==> config.mk <==
export PLATFORM = sky130hd
export DESIGN_NAME = ptrld_unit
export DESIGN_NICKNAME = d
export VERILOG_FILES = /design/src/rtl/ptrld_pkg.sv /design/src/rtl/ptrld_regfile.sv /design/src/rtl/ptrld_agu.sv /design/src/rtl/ptrld_ctrl.sv /design/src/rtl/ptrld_unit.sv
export SDC_FILE = /design/constraint.sdc
export NUM_CORES = 1
export LEC_CHECK = 0
export ABC_CLOCK_PERIOD_IN_PS = 10300
export BUFFER_PORTS_ARGS = -buffer_cell sky130_fd_sc_hd__buf_2
export CORE_MARGIN = 3
export CORE_UTILIZATION = 35
export CTS_BUF_LIST = sky130_fd_sc_hd__clkbuf_8
export DETAILED_ROUTE_END_ITERATION = 16
export HOLD_SLACK_MARGIN = 0.03
export PLACE_DENSITY_LB_ADDON = 0.2
export SLEW_MARGIN = 20
export SYNTH_ARGS = -nofsm -noshare
export SYNTH_HDL_FRONTEND = slang
export SYNTH_SLANG_ARGS = --single-unit
export TNS_END_PERCENT = 5
==> constraint.sdc <==
create_clock -name clk -period 10.3 [get_ports clk]
set_clock_uncertainty 0.15 [all_clocks]
set_input_delay 1.545 -clock clk [delete_from_list [all_inputs] [get_ports clk]]
set_output_delay 1.545 -clock clk [all_outputs]
set_load 0.03 [all_outputs]
==> src/rtl/ptrld_pkg.sv <==
package ptrld_pkg;
  localparam int unsigned ADDR_W    = 16;
  localparam int unsigned DATA_W    = 8;
  localparam int unsigned REG_COUNT = 32;
  localparam int unsigned IO_START  = 32;
  localparam int unsigned MEM_START = 96;
  localparam int unsigned PAIR_BASE = 26;

  typedef enum logic [1:0] {AM_PLAIN = 2'd0, AM_POSTINC = 2'd1, AM_PREDEC = 2'd2, AM_BAD = 2'd3} amode_e;
  typedef enum logic [1:0] {RG_REG = 2'd0, RG_IO = 2'd1, RG_MEM = 2'd2} region_e;
  typedef enum logic [1:0] {ST_IDLE = 2'd0, ST_ACC = 2'd1, ST_WB = 2'd2} state_e;

  function automatic logic [ADDR_W-1:0] f_eff_addr(input logic [ADDR_W-1:0] p, input amode_e m);
    return (m == AM_PREDEC) ? p - ADDR_W'(1) : p;
  endfunction

  function automatic logic [ADDR_W-1:0] f_ptr_next(input logic [ADDR_W-1:0] p, input amode_e m);
    case (m)
      AM_POSTINC: return p + ADDR_W'(1);
      AM_PREDEC:  return p - ADDR_W'(1);
      default:    return p;
    endcase
  endfunction

  function automatic region_e f_region(input logic [ADDR_W-1:0] a);
    if (a < ADDR_W'(IO_START))       return RG_REG;
    else if (a < ADDR_W'(MEM_START)) return RG_IO;
    else                             return RG_MEM;
  endfunction
endpackage

==> src/rtl/ptrld_regfile.sv <==
module ptrld_regfile #(
  parameter int unsigned NREG = 32,
  parameter int unsigned DW   = 8,
  localparam int unsigned IW  = $clog2(NREG)
) (
  input  logic            clk,
  input  logic            rst_n,
  input  logic            host_we,
  input  logic [IW-1:0]   host_widx,
  input  logic [DW-1:0]   host_wdata,
  input  logic            ptr_we,
  input  logic [IW-1:0]   ptr_lo_idx,
  input  logic [2*DW-1:0] ptr_wval,
  input  logic            dst_we,
  input  logic [IW-1:0]   dst_idx,
  input  logic [DW-1:0]   dst_wdata,
  input  logic [IW-1:0]   host_ridx,
  output logic [DW-1:0]   host_rdata,
  output logic [2*DW-1:0] ptr_cur,
  input  logic [IW-1:0]   alias_idx,
  output logic [DW-1:0]   alias_data
);
  logic [DW-1:0] regs [NREG];
  logic [IW-1:0] ptr_hi_idx;

  assign ptr_hi_idx = ptr_lo_idx + IW'(1);

  for (genvar g = 0; g < NREG; g++) begin : g_reg
    logic hit_dst, hit_lo, hit_hi, hit_host;
    assign hit_dst  = dst_we  && (dst_idx == IW'(g));
    assign hit_lo   = ptr_we  && (ptr_lo_idx == IW'(g));
    assign hit_hi   = ptr_we  && (ptr_hi_idx == IW'(g));
    assign hit_host = host_we && (host_widx == IW'(g));
    always_ff @(posedge clk) begin
      if (!rst_n)        regs[g] <= '0;
      else if (hit_dst)  regs[g] <= dst_wdata;
      else if (hit_lo)   regs[g] <= ptr_wval[DW-1:0];
      else if (hit_hi)   regs[g] <= ptr_wval[2*DW-1:DW];
      else if (hit_host) regs[g] <= host_wdata;
    end
  end

  assign host_rdata = regs[host_ridx];
  assign ptr_cur    = {regs[ptr_hi_idx], regs[ptr_lo_idx]};
  assign alias_data = regs[alias_idx];
endmodule

==> src/rtl/ptrld_agu.sv <==
module ptrld_agu
  import ptrld_pkg::*;
#(
  parameter int unsigned AW     = 16,
  parameter int unsigned IO_BASE  = 32,
  parameter int unsigned MEM_BASE = 96,
  parameter int unsigned NREG   = 32,
  localparam int unsigned IW    = $clog2(NREG),
  localparam int unsigned IOW   = $clog2(MEM_BASE - IO_BASE)
) (
  input  logic            active,
  input  amode_e          mode,
  input  logic [AW-1:0]   ptr_cur,
  output logic [AW-1:0]   ptr_next,
  output region_e         region,
  output logic            io_re,
  output logic [IOW-1:0]  io_addr,
  output logic            mem_re,
  output logic [AW-1:0]   mem_addr,
  output logic [IW-1:0]   alias_idx
);
  logic [AW-1:0] eff_addr;
  logic [AW-1:0] io_off;

  assign eff_addr  = f_eff_addr(ptr_cur, mode);
  assign ptr_next  = f_ptr_next(ptr_cur, mode);
  assign region    = f_region(eff_addr);
  assign io_off    = eff_addr - AW'(IO_BASE);
  assign io_addr   = io_off[IOW-1:0];
  assign mem_addr  = eff_addr;
  assign alias_idx = eff_addr[IW-1:0];
  assign io_re     = active && (region == RG_IO);
  assign mem_re    = active && (region == RG_MEM);
endmodule

==> src/rtl/ptrld_ctrl.sv <==
module ptrld_ctrl
  import ptrld_pkg::*;
#(
  parameter int unsigned NREG     = 32,
  parameter int unsigned PTR_BASE = 26,
  localparam int unsigned IW      = $clog2(NREG)
) (
  input  logic          clk,
  input  logic          rst_n,
  input  logic          start,
  input  logic [1:0]    ptr_sel,
  input  logic [1:0]    mode,
  input  logic [IW-1:0] dst_idx,
  output logic          busy,
  output logic          in_acc,
  output logic          in_wb,
  output logic          load_go,
  output logic          done,
  output amode_e        lat_mode,
  output logic [IW-1:0] lat_dst,
  output logic [IW-1:0] ptr_lo_idx
);
  state_e      state_q;
  logic [1:0]  sel_q;

  assign load_go = start && (state_q == ST_IDLE) && (ptr_sel != 2'd3) && (mode != 2'(AM_BAD));
  assign in_acc  = (state_q == ST_ACC);
  assign in_wb   = (state_q == ST_WB);
  assign busy    = in_acc || in_wb;
  assign ptr_lo_idx = IW'(PTR_BASE) + IW'({sel_q, 1'b0});

  always_ff @(posedge clk) begin
    if (!rst_n) begin
      state_q  <= ST_IDLE;
      sel_q    <= '0;
      lat_mode <= AM_PLAIN;
      lat_dst  <= '0;
      done     <= 1'b0;
    end else begin
      done <= in_wb;
      case (state_q)
        ST_IDLE: if (load_go) begin
          state_q  <= ST_ACC;
          sel_q    <= ptr_sel;
          lat_mode <= amode_e'(mode);
          lat_dst  <= dst_idx;
        end
        ST_ACC:  state_q <= ST_WB;
        default: state_q <= ST_IDLE;
      endcase
    end
  end

  AST_DONE_PULSE: assert property (@(posedge clk) disable iff (!rst_n) done |=> !done);
  AST_LOAD_LATENCY: assert property (@(posedge clk) disable iff (!rst_n)
    load_go |=> busy ##1 busy ##1 (done && !busy));
  AST_BUSY_NO_ACCEPT: assert property (@(posedge clk) disable iff (!rst_n)
    (in_acc && start) |=> in_wb);
endmodule

==> src/rtl/ptrld_unit.sv <==
module ptrld_unit
  import ptrld_pkg::*;
#(
  parameter int unsigned AW       = ADDR_W,
  parameter int unsigned DW       = DATA_W,
  parameter int unsigned NREG     = REG_COUNT,
  parameter int unsigned IO_BASE  = IO_START,
  parameter int unsigned MEM_BASE = MEM_START,
  parameter int unsigned PTR_BASE = PAIR_BASE,
  localparam int unsigned IW      = $clog2(NREG),
  localparam int unsigned IOW     = $clog2(MEM_BASE - IO_BASE)
) (
  input  logic           clk,
  input  logic           rst_n,
  input  logic           start,
  input  logic [1:0]     ptr_sel,
  input  logic [1:0]     mode,
  input  logic [IW-1:0]  dst_idx,
  output logic           busy,
  output logic           done,
  input  logic           host_we,
  input  logic [IW-1:0]  host_widx,
  input  logic [DW-1:0]  host_wdata,
  input  logic [IW-1:0]  host_ridx,
  output logic [DW-1:0]  host_rdata,
  output logic           io_re,
  output logic [IOW-1:0] io_addr,
  input  logic [DW-1:0]  io_rdata,
  output logic           mem_re,
  output logic [AW-1:0]  mem_addr,
  input  logic [DW-1:0]  mem_rdata
);
  logic          in_acc, in_wb, load_go;
  amode_e        lat_mode;
  logic [IW-1:0] lat_dst, ptr_lo_idx, alias_idx;
  logic [AW-1:0] ptr_cur, ptr_next;
  logic [DW-1:0] alias_data, alias_q, ld_byte;
  region_e       region, region_q;
  logic          ptr_we;

  ptrld_ctrl #(.NREG(NREG), .PTR_BASE(PTR_BASE)) u_ctrl (
    .clk(clk), .rst_n(rst_n), .start(start), .ptr_sel(ptr_sel), .mode(mode),
    .dst_idx(dst_idx), .busy(busy), .in_acc(in_acc), .in_wb(in_wb),
    .load_go(load_go), .done(done), .lat_mode(lat_mode), .lat_dst(lat_dst),
    .ptr_lo_idx(ptr_lo_idx)
  );

  ptrld_agu #(.AW(AW), .IO_BASE(IO_BASE), .MEM_BASE(MEM_BASE), .NREG(NREG)) u_agu (
    .active(in_acc), .mode(lat_mode), .ptr_cur(ptr_cur), .ptr_next(ptr_next),
    .region(region), .io_re(io_re), .io_addr(io_addr), .mem_re(mem_re),
    .mem_addr(mem_addr), .alias_idx(alias_idx)
  );

  assign ptr_we = in_acc && (lat_mode != AM_PLAIN);

  ptrld_regfile #(.NREG(NREG), .DW(DW)) u_rf (
    .clk(clk), .rst_n(rst_n),
    .host_we(host_we && !busy), .host_widx(host_widx), .host_wdata(host_wdata),
    .ptr_we(ptr_we), .ptr_lo_idx(ptr_lo_idx), .ptr_wval(ptr_next),
    .dst_we(in_wb), .dst_idx(lat_dst), .dst_wdata(ld_byte),
    .host_ridx(host_ridx), .host_rdata(host_rdata),
    .ptr_cur(ptr_cur), .alias_idx(alias_idx), .alias_data(alias_data)
  );

  always_ff @(posedge clk) begin
    if (!rst_n) begin
      region_q <= RG_REG;
      alias_q  <= '0;
    end else if (in_acc) begin
      region_q <= region;
      alias_q  <= alias_data;
    end
  end

  always_comb begin
    case (region_q)
      RG_REG:  ld_byte = alias_q;
      RG_IO:   ld_byte = io_rdata;
      default: ld_byte = mem_rdata;
    endcase
  end

  AST_STROBE_EXCL: assert property (@(posedge clk) disable iff (!rst_n) $onehot0({io_re, mem_re}));
  AST_STROBE_SLOT: assert property (@(posedge clk) disable iff (!rst_n) (io_re || mem_re) |-> (busy && !$past(busy)));
  AST_MEM_RANGE: assert property (@(posedge clk) disable iff (!rst_n) mem_re |-> (mem_addr >= AW'(MEM_BASE)));
  AST_PLAIN_HOLD: assert property (@(posedge clk) disable iff (!rst_n)
    (in_wb && lat_mode == AM_PLAIN) |-> $stable(ptr_cur));
  AST_IDLE_QUIET: assert property (@(posedge clk) disable iff (!rst_n) !busy |-> !(io_re || mem_re));
endmodule

==> impl_metrics.py <==
metrics = {
    "grt": {
        "grt_pass1_vias": 16700,
        "grt_max_degree": 76,
        "grt_first_pass_wirelength_um": 128000,
        "antenna_found_initial": 3,
        "track_usage_pct": 29.9,
        "grt-ovfl-total": 0,
    },
    "final_layout": {
        "drive_gt1_share_pct": 21.2,
        "area_delta_synth_final_pct": 10.4,
        "fin_nets": 1960,
        "layout.cells.non_filler": 2687,
        "post-route-util_pct": 39.6,
        "final_area_um2": 22100,
    },
    "status": {
        "outcome": "finished, final reports clean",
    },
    "placed_design": {
        "io_buffers": 80,
        "placed_cells": 2594,
        "gp_congestion": 1.01,
        "dp_slack_ps": 3360,
        "place_area_um2": 21100,
        "dp_hpwl_um": 65200,
    },
    "drt": {
        "vias": 18200,
        "dr.pass1.iters": 8,
        "first_iter_violations": 3121,
        "via_per_inst": 6.76,
        "routed_wl_um": 91500,
        "drc_errors": 0,
        "wl_per_cell_um": 34.1,
        "antenna_left": 0,
    },
    "die": {
        "dieArea_um2": 60000,
        "die_w_um": 245,
        "core_um2": 55700,
        "num_rows": 86,
        "io_pins": 81,
        "dieHeight_um": 245,
        "start_util_pct": 35.8,
    },
    "cts": {
        "clk_pin_slew_ps": 60,
        "cts_buffer_depth": 3,
        "cts_root_buffer": "clkbuf_8",
        "htreeDepth": 2,
        "cts-resized-gates": 0,
        "clkLatencyLatePin_ps": 680,
        "cts_sinks": 278,
        "cts_setup_buffers": 0,
        "holdBufCountCts": 0,
        "cts_buffers": 51,
        "cts_tree": "yes",
    },
    "timing": {
        "slew_headroom_pct": 21.7,
        "final-max-slew-violation-count": 0,
        "setup_viol": 0,
        "timing.final.crit_share_pct": 75.0,
        "hold_ws_ps": 334,
        "max_freq_mhz": 129,
        "rsz0062_at_grt": "false",
        "layout_setup_ws_ps": 2580,
        "tightest_slew_ps": 1170,
        "timing.final.crit_period_ps": 7720,
        "finalHoldViolations": 0,
        "setup_tns_ps": 0,
    },
    "setup_path": {
        "rr_worst_depth": 13,
        "path_class": "register to primary output",
        "worstSetupEndpoint": "io_addr[3]",
        "crit_path_end_kind": "primary output",
        "r2r-end": "alias_q[3]",
        "reg2reg_setup_slack_ps": 3800,
        "r2r_start": "u_ctrl.sel_q[0]",
        "critPathArrivalTime_ps": 6030,
        "startpoint": "u_ctrl.sel_q[0]",
        "startpoint_type": "register",
        "cp.required_ps": 8610,
        "critPathMaxFanout": 48,
    },
    "logic_synthesis": {
        "avgSynthCellArea_um2": 10.7,
        "synthFlopType": "edfxtp_1",
        "synth-edff-count": 256,
        "ys_seq_elements": 278,
        "synth_nets": 1935,
        "yosys_warnings": 0,
        "ys_seq_area_share_pct": 40.7,
        "async_reset_ff_share_pct": 0,
        "synth_cells": 1874,
        "ys_types": 83,
        "syn-cell-area_um2": 20000,
    },
    "pwr": {
        "seqPwrFrac_pct": 40.6,
        "internal-power_mw": 2.09,
        "peakVddDrop_uv": 86.4,
        "sw_frac_of_total_pct": 37.2,
        "p_switching_mw": 1.24,
        "p_per_area_nw_per_um2": 151,
        "p_clk_share_pct": 30.6,
        "combPwrFrac_pct": 28.8,
        "total_power_mw": 3.32,
        "leakagePower_nw": 7.21,
    },
    "worst_hold_path": {
        "hp-class": "register to register",
    },
    "run": {
        "cap_violations": 0,
    },
}
==> Yosys cell counts, types with 3 or more instances <==
library cell / count / area [µm²]
and3_1: 18 / 113
ha_1: 14 / 175
and2_1: 5 / 31.3
o21ai_1: 14 / 70.1
xnor2_1: 8 / 70.1
nor2_1: 161 / 604
a22oi_2: 3 / 37.5
nor2b_1: 27 / 169
or2_2: 3 / 18.8
clkbuf_1: 107 / 402
o21a_1: 5 / 37.5
nor4_1: 11 / 68.8
a221o_1: 45 / 450
o211ai_1: 16 / 120
a221oi_1: 4 / 35.0
nand4_1: 19 / 119
nor4b_1: 3 / 26.3
buf_4: 7 / 52.6
mux2_2: 9 / 101
dfxtp_1: 22 / 440
nand3_1: 56 / 280
nor3b_1: 6 / 45.0
a31oi_1: 12 / 75.1
a21oi_1: 34 / 170
mux2i_1: 74 / 741
nand2_1: 345 / 1290
o21ai_0: 164 / 821
inv_2: 3 / 11.3
nor3_1: 29 / 145
mux2i_4: 3 / 67.6
or3_1: 5 / 31.3
mux4_2: 162 / 3650
buf_2: 19 / 95.1
buf_1: 17 / 63.8
o2111ai_1: 8 / 70.1
a22oi_1: 13 / 97.6
inv_1: 21 / 78.8
nand2b_1: 10 / 62.6
o221ai_1: 81 / 709
edfxtp_1: 256 / 7690
==> registers in the layout, summed over array words and instances, names as in the netlist <==
signal	cells
u_rf.regs	256
alias_q	8
u_ctrl.lat_dst	5
region_q	2
u_ctrl.lat_mode	2
u_ctrl.sel_q	2
u_ctrl.state_q	2
u_ctrl.done	1
==> power groups by stage <==
stage | Combinational [mW] | Sequential, mW | Clock (mW)
global placement | 0.928 | 1.37 | 0
global route | 0.984 | 1.35 | 1.07
detailed placement | 0.929 | 1.37 | 0
finish | 0.958 | 1.35 | 1.02
floorplan | 0.592 | 1.33 | 0
CTS | 0.931 | 1.34 | 1.02
==> kinds of logic after synthesis <==
group | after synthesis | share of synthesized area, %
simple gates | 723 | 16.3
compound gates | 418 | 14.6
flops | 278 | 40.7
mux | 252 | 23.2
buf+inv | 178 | 3.85
fa+ha+maj | 14 | 0.877
xor+xnor | 11 | 0.520
==> layer usage <==
metal / track usage [%] / vias to the layer above / routed length (µm)
met3: 7.20 / 249 / 11400
met5: 0 / - / 0
met2: 44.4 / 1507 / 39600
met1: 41.4 / 9036 / 35600
met4: 13.3 / 0 / 4960
li1: - / 7376 / -
==> critical path: stages (launching register included) <==
cell and delay (ps):
dfxtp_1 310, inv_1 640, ha_2 320, buf_4 630, mux4_1 640, mux2i_1 500, inv_1 250, a2111oi_4 540
xor2_2 770, inv_2 430, buf_2 310
==> area by class of cell <==
type | instances | area [µm²]
clock buffer | 53 | 729
antenna | 4 | 10.0
sequential | 278 | 8130
fill | 5477 | 33700
timing repair buffer | 126 | 751
tap | 748 | 936
inverter | 24 | 90.1
multi-input combinational | 1418 | 11200
clock inverter | 36 | 188
==> placed cells by master, fill, tap and decap left out, types with 15 or more instances in the layout <==
master      n
nand3_1    56
inv_1      46
o21ai_1    15
o21ai_0   163
clkbuf_8   53
nor3_1     23
nor2_1    161
nor2b_1    26
mux4_2    162
and3_1     18
o221ai_1   81
edfxtp_1  256
nand2_1   345
nand4_1    19
dfxtp_1    22
buf_4      48
buf_2      78
mux2i_1    73
o211ai_1   16
a21oi_1    26
a221o_1    45
==> worst min-delay path by stage <==
stage                           start           endpoint  slack [ps]  depth (start not counted)
CTS                 u_ctrl.state_q[0]  u_ctrl.state_q[0]         340                          2
floorplan           u_ctrl.state_q[0]  u_ctrl.state_q[0]         310                          2
global route        u_ctrl.state_q[0]  u_ctrl.state_q[0]         380                          2
global placement    u_ctrl.state_q[0]  u_ctrl.state_q[0]         320                          2
detailed placement  u_ctrl.state_q[0]  u_ctrl.state_q[0]         330                          2
finish              u_ctrl.state_q[0]  u_ctrl.state_q[0]         330                          2
(Power assumes the default switching activity.)
